[config.mk]
export PLATFORM = sky130hd
export DESIGN_NAME = refdiv
export DESIGN_NICKNAME = d
export VERILOG_FILES = /design/src/rtl/refdiv_pkg.sv /design/src/rtl/refdiv_intdiv.sv /design/src/rtl/refdiv_phase.sv /design/src/rtl/refdiv_select.sv /design/src/rtl/refdiv.sv
export SDC_FILE = /design/constraint.sdc
export NUM_CORES = 1
export LEC_CHECK = 0
export BUFFER_PORTS_ARGS = -buffer_cell sky130_fd_sc_hd__buf_2
export CAP_MARGIN = 30
export CORE_MARGIN = 5
export CORE_UTILIZATION = 58
export CTS_BUF_LIST = sky130_fd_sc_hd__clkbuf_2 sky130_fd_sc_hd__clkbuf_4 sky130_fd_sc_hd__clkbuf_8
export CTS_CLUSTER_SIZE = 30
export DETAILED_ROUTE_END_ITERATION = 10
export PLACE_DENSITY = 0.8
export SLEW_MARGIN = 40
export SYNTH_ARGS = -nofsm -noshare
export SYNTH_HDL_FRONTEND = slang
export SYNTH_SLANG_ARGS = --single-unit
[constraint.sdc]
create_clock -name clk -period 2.9 [get_ports clk]
set_input_delay 0.58 -clock clk [delete_from_list [all_inputs] [get_ports clk]]
set_output_delay 0.58 -clock clk [all_outputs]
set_load 0.01 [all_outputs]
[src/rtl/refdiv_pkg.sv]
package refdiv_pkg;
  localparam int RATIO_W   = 12;
  localparam int MIN_RATIO = 4;
  localparam int PHASE_W   = 3;
  localparam int SEL_W     = 2;
  localparam int N_PATHS   = 2;

  typedef enum int {PATH_MAIN = 0, PATH_AUX = 1} path_e;

  // phase value a selector code points at: k scaled to the even counter steps
  function automatic int phase_for_sel(input int k, input int pw, input int sw);
    return k << (pw - sw);
  endfunction
endpackage

[src/rtl/refdiv_intdiv.sv]
module refdiv_intdiv #(
  parameter int RW   = 12,
  parameter int MINR = 4
) (
  input  logic          clk,
  input  logic          rst_n,
  input  logic          active,
  input  logic [RW-1:0] ratio_in,
  output logic          tick,
  output logic [RW-1:0] ratio_q,
  output logic [RW-1:0] cnt_q
);
  localparam logic [RW-1:0] FLOOR = RW'(MINR);

  function automatic logic [RW-1:0] clamp_ratio(input logic [RW-1:0] r);
    return (r < FLOOR) ? FLOOR : r;
  endfunction

  logic [RW-1:0] last_cnt;
  assign last_cnt = ratio_q - RW'(1);
  assign tick     = active && (cnt_q == last_cnt);

  always_ff @(posedge clk) begin
    if (!rst_n) begin
      cnt_q   <= '0;
      ratio_q <= FLOOR;
    end else if (!active) begin
      cnt_q   <= '0;
      ratio_q <= clamp_ratio(ratio_in);
    end else if (tick) begin
      cnt_q   <= '0;
      ratio_q <= clamp_ratio(ratio_in);
    end else begin
      cnt_q   <= cnt_q + RW'(1);
    end
  end
endmodule

[src/rtl/refdiv_phase.sv]
module refdiv_phase #(
  parameter int CW = 3,
  parameter int SW = 2,
  localparam int NP = 1 << SW
) (
  input  logic          clk,
  input  logic          rst_n,
  input  logic          active,
  input  logic          tick,
  output logic [CW-1:0] phase_q,
  output logic [NP-1:0] strobe
);
  logic [CW-1:0] phase_next;
  assign phase_next = phase_q + CW'(1);

  for (genvar k = 0; k < NP; k++) begin : g_strobe
    localparam logic [CW-1:0] TARGET = CW'(refdiv_pkg::phase_for_sel(k, CW, SW));
    assign strobe[k] = tick && (phase_next == TARGET);
  end

  always_ff @(posedge clk) begin
    if (!rst_n || !active) phase_q <= '0;
    else if (tick)         phase_q <= phase_next;
  end
endmodule

[src/rtl/refdiv_select.sv]
module refdiv_select #(
  parameter int SW = 2,
  localparam int NP = 1 << SW
) (
  input  logic [NP-1:0] strobe,
  input  logic [SW-1:0] sel,
  output logic          pick
);
  assign pick = strobe[sel];
endmodule

[src/rtl/refdiv.sv]
module refdiv #(
  parameter int RATIO_W   = refdiv_pkg::RATIO_W,
  parameter int MIN_RATIO = refdiv_pkg::MIN_RATIO,
  parameter int PHASE_W   = refdiv_pkg::PHASE_W,
  parameter int SEL_W     = refdiv_pkg::SEL_W
) (
  input  logic               clk,
  input  logic               rst_n,
  input  logic               en_aux,
  input  logic               en_main,
  input  logic [RATIO_W-1:0] div_ratio,
  input  logic [SEL_W-1:0]   sel_main,
  input  logic [SEL_W-1:0]   sel_aux,
  output logic               main_pd_pulse,
  output logic               aux_pd_pulse
);
  import refdiv_pkg::*;
  localparam int NP = 1 << SEL_W;

  logic               active;
  logic               div_tick;
  logic [RATIO_W-1:0] ratio_q;
  logic [RATIO_W-1:0] div_cnt;
  logic [PHASE_W-1:0] phase_q;
  logic [NP-1:0]      strobes;
  logic [SEL_W-1:0]   path_sel [N_PATHS];
  logic [N_PATHS-1:0] path_pick;
  logic [N_PATHS-1:0] path_q;

  assign active = en_aux | en_main;
  assign path_sel[PATH_MAIN] = sel_main;
  assign path_sel[PATH_AUX]  = sel_aux;

  refdiv_intdiv #(.RW(RATIO_W), .MINR(MIN_RATIO)) u_div (
    .clk(clk), .rst_n(rst_n), .active(active), .ratio_in(div_ratio),
    .tick(div_tick), .ratio_q(ratio_q), .cnt_q(div_cnt)
  );

  refdiv_phase #(.CW(PHASE_W), .SW(SEL_W)) u_phase (
    .clk(clk), .rst_n(rst_n), .active(active), .tick(div_tick),
    .phase_q(phase_q), .strobe(strobes)
  );

  for (genvar p = 0; p < N_PATHS; p++) begin : g_path
    refdiv_select #(.SW(SEL_W)) u_sel (
      .strobe(strobes), .sel(path_sel[p]), .pick(path_pick[p])
    );
    always_ff @(posedge clk) begin
      if (!rst_n) path_q[p] <= 1'b0;
      else        path_q[p] <= active & path_pick[p];
    end
  end

  assign main_pd_pulse = path_q[PATH_MAIN];
  assign aux_pd_pulse  = path_q[PATH_AUX];
endmodule

# Word level (Yosys, flattened, before mapping)

Cells that the tools add are included.

Bits in registers: 29
Output and inout bits: 2
Word-level logic and storage cells: 38

Add/sub/neg operators: 3
Order comparisons: 3
Equal/unequal tests: 5
Mux-type cells: 7
Bitwise gates (word level): 5
Reduce and logical (&&, ||, !) cells: 10

Operators by type and width:

| cell                    | number |
|---|---|
| $mux W12                | 3 |
| $add A12 B1 Y12 const B | 1 |
| $eq A12 B12 Y1          | 1 |
| $lt A12 B3 Y1 const B   | 1 |
| $sub A12 B1 Y12 const B | 1 |
| $eq A3 B3 Y1 const B    | 2 |
| $lt A2 B3 Y1 const B    | 2 |
| $logic_and A1 B1 Y1     | 5 |
| $bmux W1 S2             | 2 |
| $add A3 B1 Y3 const B   | 1 |
| $eq A3 B2 Y1 const B    | 1 |
| $logic_not A3 Y1        | 1 |
| $reduce_or A3 Y1        | 1 |
| $and A1 B1 Y1           | 2 |
| $logic_not A1 Y1        | 2 |
| $mux W1                 | 2 |
| $ne A2 B1 Y1 const B    | 1 |
| $not A1 Y1              | 2 |
| $logic_or A1 B1 Y1      | 1 |
| $or A1 B1 Y1            | 1 |

# Depth between registers and ports, before layout

Word-level depth: 7
Mapped depth: 11
Mapped depth without buffers: 8

# Cells and area by module

From an unflattened synthesis, not the netlist that was laid out.

Cell total of the unflattened synthesis: 222
Area total of the unflattened synthesis: 1,896.8 um2

By module, submodules not included:

| module        | times used | cells each | area each (um2) | seq. area each (um2) |
|---|---|---|---|---|
| refdiv_intdiv | 1          | 191        | 1,582.8         | 480.5 |
| refdiv_phase  | 1          | 24         | 202.7           | 60.1 |
| refdiv        | 1          | 5          | 66.3            | 40.0 |
| refdiv_select | 2          | 1          | 22.5            | 0.0 |

# Least setup slack after synthesis

No wires, ideal clock.

Path type: reg-to-reg
Start point: register u_div.ratio_q[0]
End point: register u_div.ratio_q[11]
Library setup time: 120 ps
Arrival: 2,227 ps
Data required time: 2,780 ps
Setup slack: 554 ps
Cell stages (with the launch flop): 12
Period minus slack after synthesis: 2,346 ps
Path through: dfxtp_1 > clkbuf_1 > inv_1 > ha_1 > clkbuf_1 > xnor2_1 > a221oi_1 > a41oi_1 > nor4_4 > a31oi_2 > buf_6 > mux2i_1

Word-level cells in the longest chain between the ends: 4

Ends and longest elaborated chain:

| element                       | RTL line            | source |
|---|---|---|
| start: declaration            | refdiv_intdiv.sv:10 | `output logic [RW-1:0] ratio_q,` |
| start signal: assignment      | refdiv_intdiv.sv:29 | `ratio_q <= clamp_ratio(ratio_in);` |
| start signal: assignment      | refdiv_intdiv.sv:32 | `ratio_q <= clamp_ratio(ratio_in);` |
| $sub A12 B1 Y12               | refdiv_intdiv.sv:20 | `assign last_cnt = ratio_q - RW'(1);` |
| $eq A12 B12 Y1                | refdiv_intdiv.sv:21 | `assign tick = active && (cnt_q == last_cnt);` |
| $logic_and A1 B1 Y1           | refdiv_intdiv.sv:21 |  |
| $ne A2 B1 Y1 (no source line) | n/a                 |  |

No other way between the ends.
A chain may end at the register's enable or synchronous reset.

# Worst setup path after layout

Start point: register u_div.ratio_q[0]
End point: register path_q[0], in the netlist main_pd_pulse

Word-level cells in the longest chain between the ends: 7
Elaborated cells on any way between the ends: 10

Ends and longest elaborated chain:

| element                           | RTL line            | source |
|---|---|---|
| $sub A12 B1 Y12 (*)               | refdiv_intdiv.sv:20 |  |
| $eq A12 B12 Y1 (*)                | refdiv_intdiv.sv:21 |  |
| $logic_and A1 B1 Y1 (*)           | refdiv_intdiv.sv:21 |  |
| $logic_and A1 B1 Y1               | refdiv_phase.sv:18  | `assign strobe[k] = tick && (phase_next == TARGET);` |
| $bmux W1 S2 (*)                   | refdiv_select.sv:9  | `assign pick = strobe[sel];` |
| $mux W1 (implied by the code) (*) | refdiv_select.sv:9  |  |
| $and A1 B1 Y1 (*)                 | refdiv.sv:50        | `else path_q[p] <= active & path_pick[p];` |
| end signal: indexed assignment    | refdiv.sv:50        |  |
| end: declaration                  | refdiv.sv:28        | `logic [N_PATHS-1:0] path_q;` |

Mark *: on every way between the ends. The rest lies on a longest branch, timed or not. The select of a mux whose other input is x is not followed.

==> results.yml <==
run_status:
  status: "complete, no violations"
place:
  port_buffers: 21
  dp_hpwl_um: 2730
  routabilityCongestion: 0.907
  place_inst: 270
die:
  dieHeight_um: 66.2
  core_sq_mm: 0.00305
  die_x_um: 66.2
  die-area_sq_mm: 0.00438
  pin_count: 22
  start_util_pct: 60.0
  rows: 20
logic_synthesis:
  synth_edf_count: 0
  yosys_warnings: 0
  synth_area_leader_cell: "dfxtp_1"
  yosysUniqueCellTypes: 44
  async_reset_ff_share_pct: 0
  synth.cell_area_sq_mm: 0.00183
  avgSynthCellArea_sq_um: 8.57
  synth_common_cells: "dfxtp_1, nand2_1, xnor2_1, mux2i_1, inv_1"
  syn_nets: 239
  ys.flop_type: "dfxtp_1"
  synthCells: 214
  ys_seq_elements: 29
  yosysSeqAreaShare_pct: 31.7
  synth_most_common_cell: "dfxtp_1"
  synth_area_leaders: "dfxtp_1, xnor2_1, mux2i_1, nand2_1, xor2_1"
  synth_top_area_share_pct: 31.7
layout:
  antennaDiodeCount: 0
  syn_to_final_growth_pct: 11.3
  finalNetCount: 258
  multi_input_area_sq_mm: 0.00114
  regArea_sq_um: 581
  fillerInstances: 260
  layout-drive-gt1-share_pct: 17.5
  fin_cells: 278
cts:
  cts_hold_buffers: 0
  cts_buffer_depth: 2
  cts_setup_buffers: 0
  post_cts_resized: 0
  numClockSinks: 29
  clock_latency_ns: 0.34
  cts_tree: "built"
  cts_buffers: 5
  clk_pin_slew_ns: 0.11
  htree_levels: 2
  cts-root-buf: "clkbuf_4"
global_routing:
  grt_pass1_vias: 1465
  antenna_found_initial: 0
  gr-total-overflow: 0
  grt_max_degree: 24
  grt_pass1_wl_um: 6390
  grt_use_total_pct: 18.7
critical_path:
  worstPathArrival_ns: 2.80
  cp.required_ns: 3.14
  critPathLaunchType: "flop"
  worst-path-max-fanout: 8
  criticalPathCategory: "flop to flop"
  end_kind: "flop"
power:
  pwr_density_cell_mw_per_mm2: 469
  p_clk_share_pct: 37.3
  worst_ir_drop_vdd_v: 0.000321
  pwr-share-seq_pct: 45.7
  p_sw_share_pct: 27.6
  combPwrFrac_pct: 17.0
  switching_power_w: 0.000263
  internal_power_w: 0.000693
  power.leakage_nw: 0.909
timing:
  finalClockSkew_ns: 0.0167
  worstMarginPinSlew_ns: 0.570
  period_needed_ns: 2.56
  slew-limit-headroom_pct: 61.7
  maxSlewViolCount: 0
  max_freq_mhz: 391
  hold_viol_final: 0
  finalSetupTns_ns: 0
  min_period_over_period_pct: 88.2
  setup_viol: 0
  grt_setup_unrepaired: "false"
route:
  wire_per_inst_um: 12.8
  drc: 0
  viasPerCell: 5.46
  drt_iter0_drc: 91
  drt_pass1_iterations: 4
  drt_wl_total_um: 3560
  vias: 1517
  ant_nets: 0
min_path:
  min_path_type: "primary input to flop"
job:
  max_cap_viol_count: 0
-- power groups by stage --
| stage | Sequential [W] | Combinational, W | Clock, W |
|---|---|---|---|
| after floorplan | 0.000432 | 0.000136 | 0 |
| after global placement | 0.000445 | 0.000160 | 0 |
| after detailed placement | 0.000446 | 0.000163 | 0 |
| after CTS | 0.000436 | 0.000164 | 0.000360 |
| after global routing | 0.000439 | 0.000182 | 0.000373 |
| final | 0.000437 | 0.000163 | 0.000356 |
-- final cells by class --
type	instances	area share (%)
multi-input combinational	161	56.0
sequential	29	28.4
timing repair buffer	24	6.25
tap	44	2.70
clock buffer	6	2.51
inverter	12	2.21
clock inverter	2	1.84
-- cells in the final DEF (no fill, tap or decap), types with 4 or more instances in the layout --
master,synthesis,final
dfxtp_1,29,29
nand2_1,28,28
buf_2,3,21
xnor2_1,19,19
mux2i_1,16,16
inv_1,12,12
and2_1,11,11
xor2_1,9,9
nand3_1,9,9
nor4_1,7,7
nor2_1,7,7
and3_1,6,6
ha_1,5,5
clkbuf_4,0,5
or3_1,4,4
-- logic make-up after synthesis --
group / after synthesis / share of synthesized area [%]
compound gates: 25 / 11.1
mux: 16 / 8.74
xor+xnor: 28 / 13.4
buf+inv: 24 / 5.94
simple gates: 87 / 25.8
flops: 29 / 31.7
fa+ha+maj: 5 / 3.41
-- worst paths after layout --
| path | startpoint | to | slack (ns) | cells after the start |
|---|---|---|---|---|
| min reg2reg | u_div.ratio_q[11] | u_div.ratio_q[11] | 0.48 | 2 |
| min | div_ratio[1] | u_div.ratio_q[1] | 0.47 | 3 |
| max reg2reg | u_div.ratio_q[0] | main_pd_pulse | 0.34 | 8 |
| max | u_div.ratio_q[0] | main_pd_pulse | 0.34 | 8 |
-- state kept, by name (all words and copies together) (netlist names) --
register and count:
u_div.cnt_q 12, u_div.ratio_q 12, u_phase.phase_q 3, aux_pd_pulse 1, main_pd_pulse 1
-- worst max-delay path: stages (launching register included) --
cell and delay (ns):
dfxtp_1 0.40, inv_1 0.09, ha_1 0.29, or4b_4 0.51
nor2_2 0.10, xnor2_1 0.10, nor4_4 0.40, nand3_2 0.22
nor4_1 0.35
-- per-layer routing --
metal	wire length [um]	GRT usage [%]	vias up	part of all wire, %
met4	58	8.12	0	1.6
met1	1630	23.1	695	46
met5	0	0	-	0
met3	197	5.10	7	5.5
li1	-	-	780	-
met2	1670	30.2	35	47
-- per-stage QoR --
| stage | hold WS [ns] | power (W) | setup slack (ns) | area, sq um | util [%] |
|---|---|---|---|---|---|
| after global routing | 0.480 | 0.000994 | 0.0382 | 2040 | 66.8 |
| final | 0.471 | 0.000956 | 0.342 | 2040 | 66.8 |
| after detailed placement | 0.470 | 0.000609 | 0.363 | 1950 | 63.9 |
| after CTS | 0.465 | 0.000960 | 0.332 | 2040 | 66.8 |
| after global placement | 0.466 | 0.000605 | 0.482 | 1950 | 63.9 |
| after floorplan | 0.450 | 0.000567 | 0.554 | 1830 | - |
No activity file was read; power rests on OpenSTA's default activity.
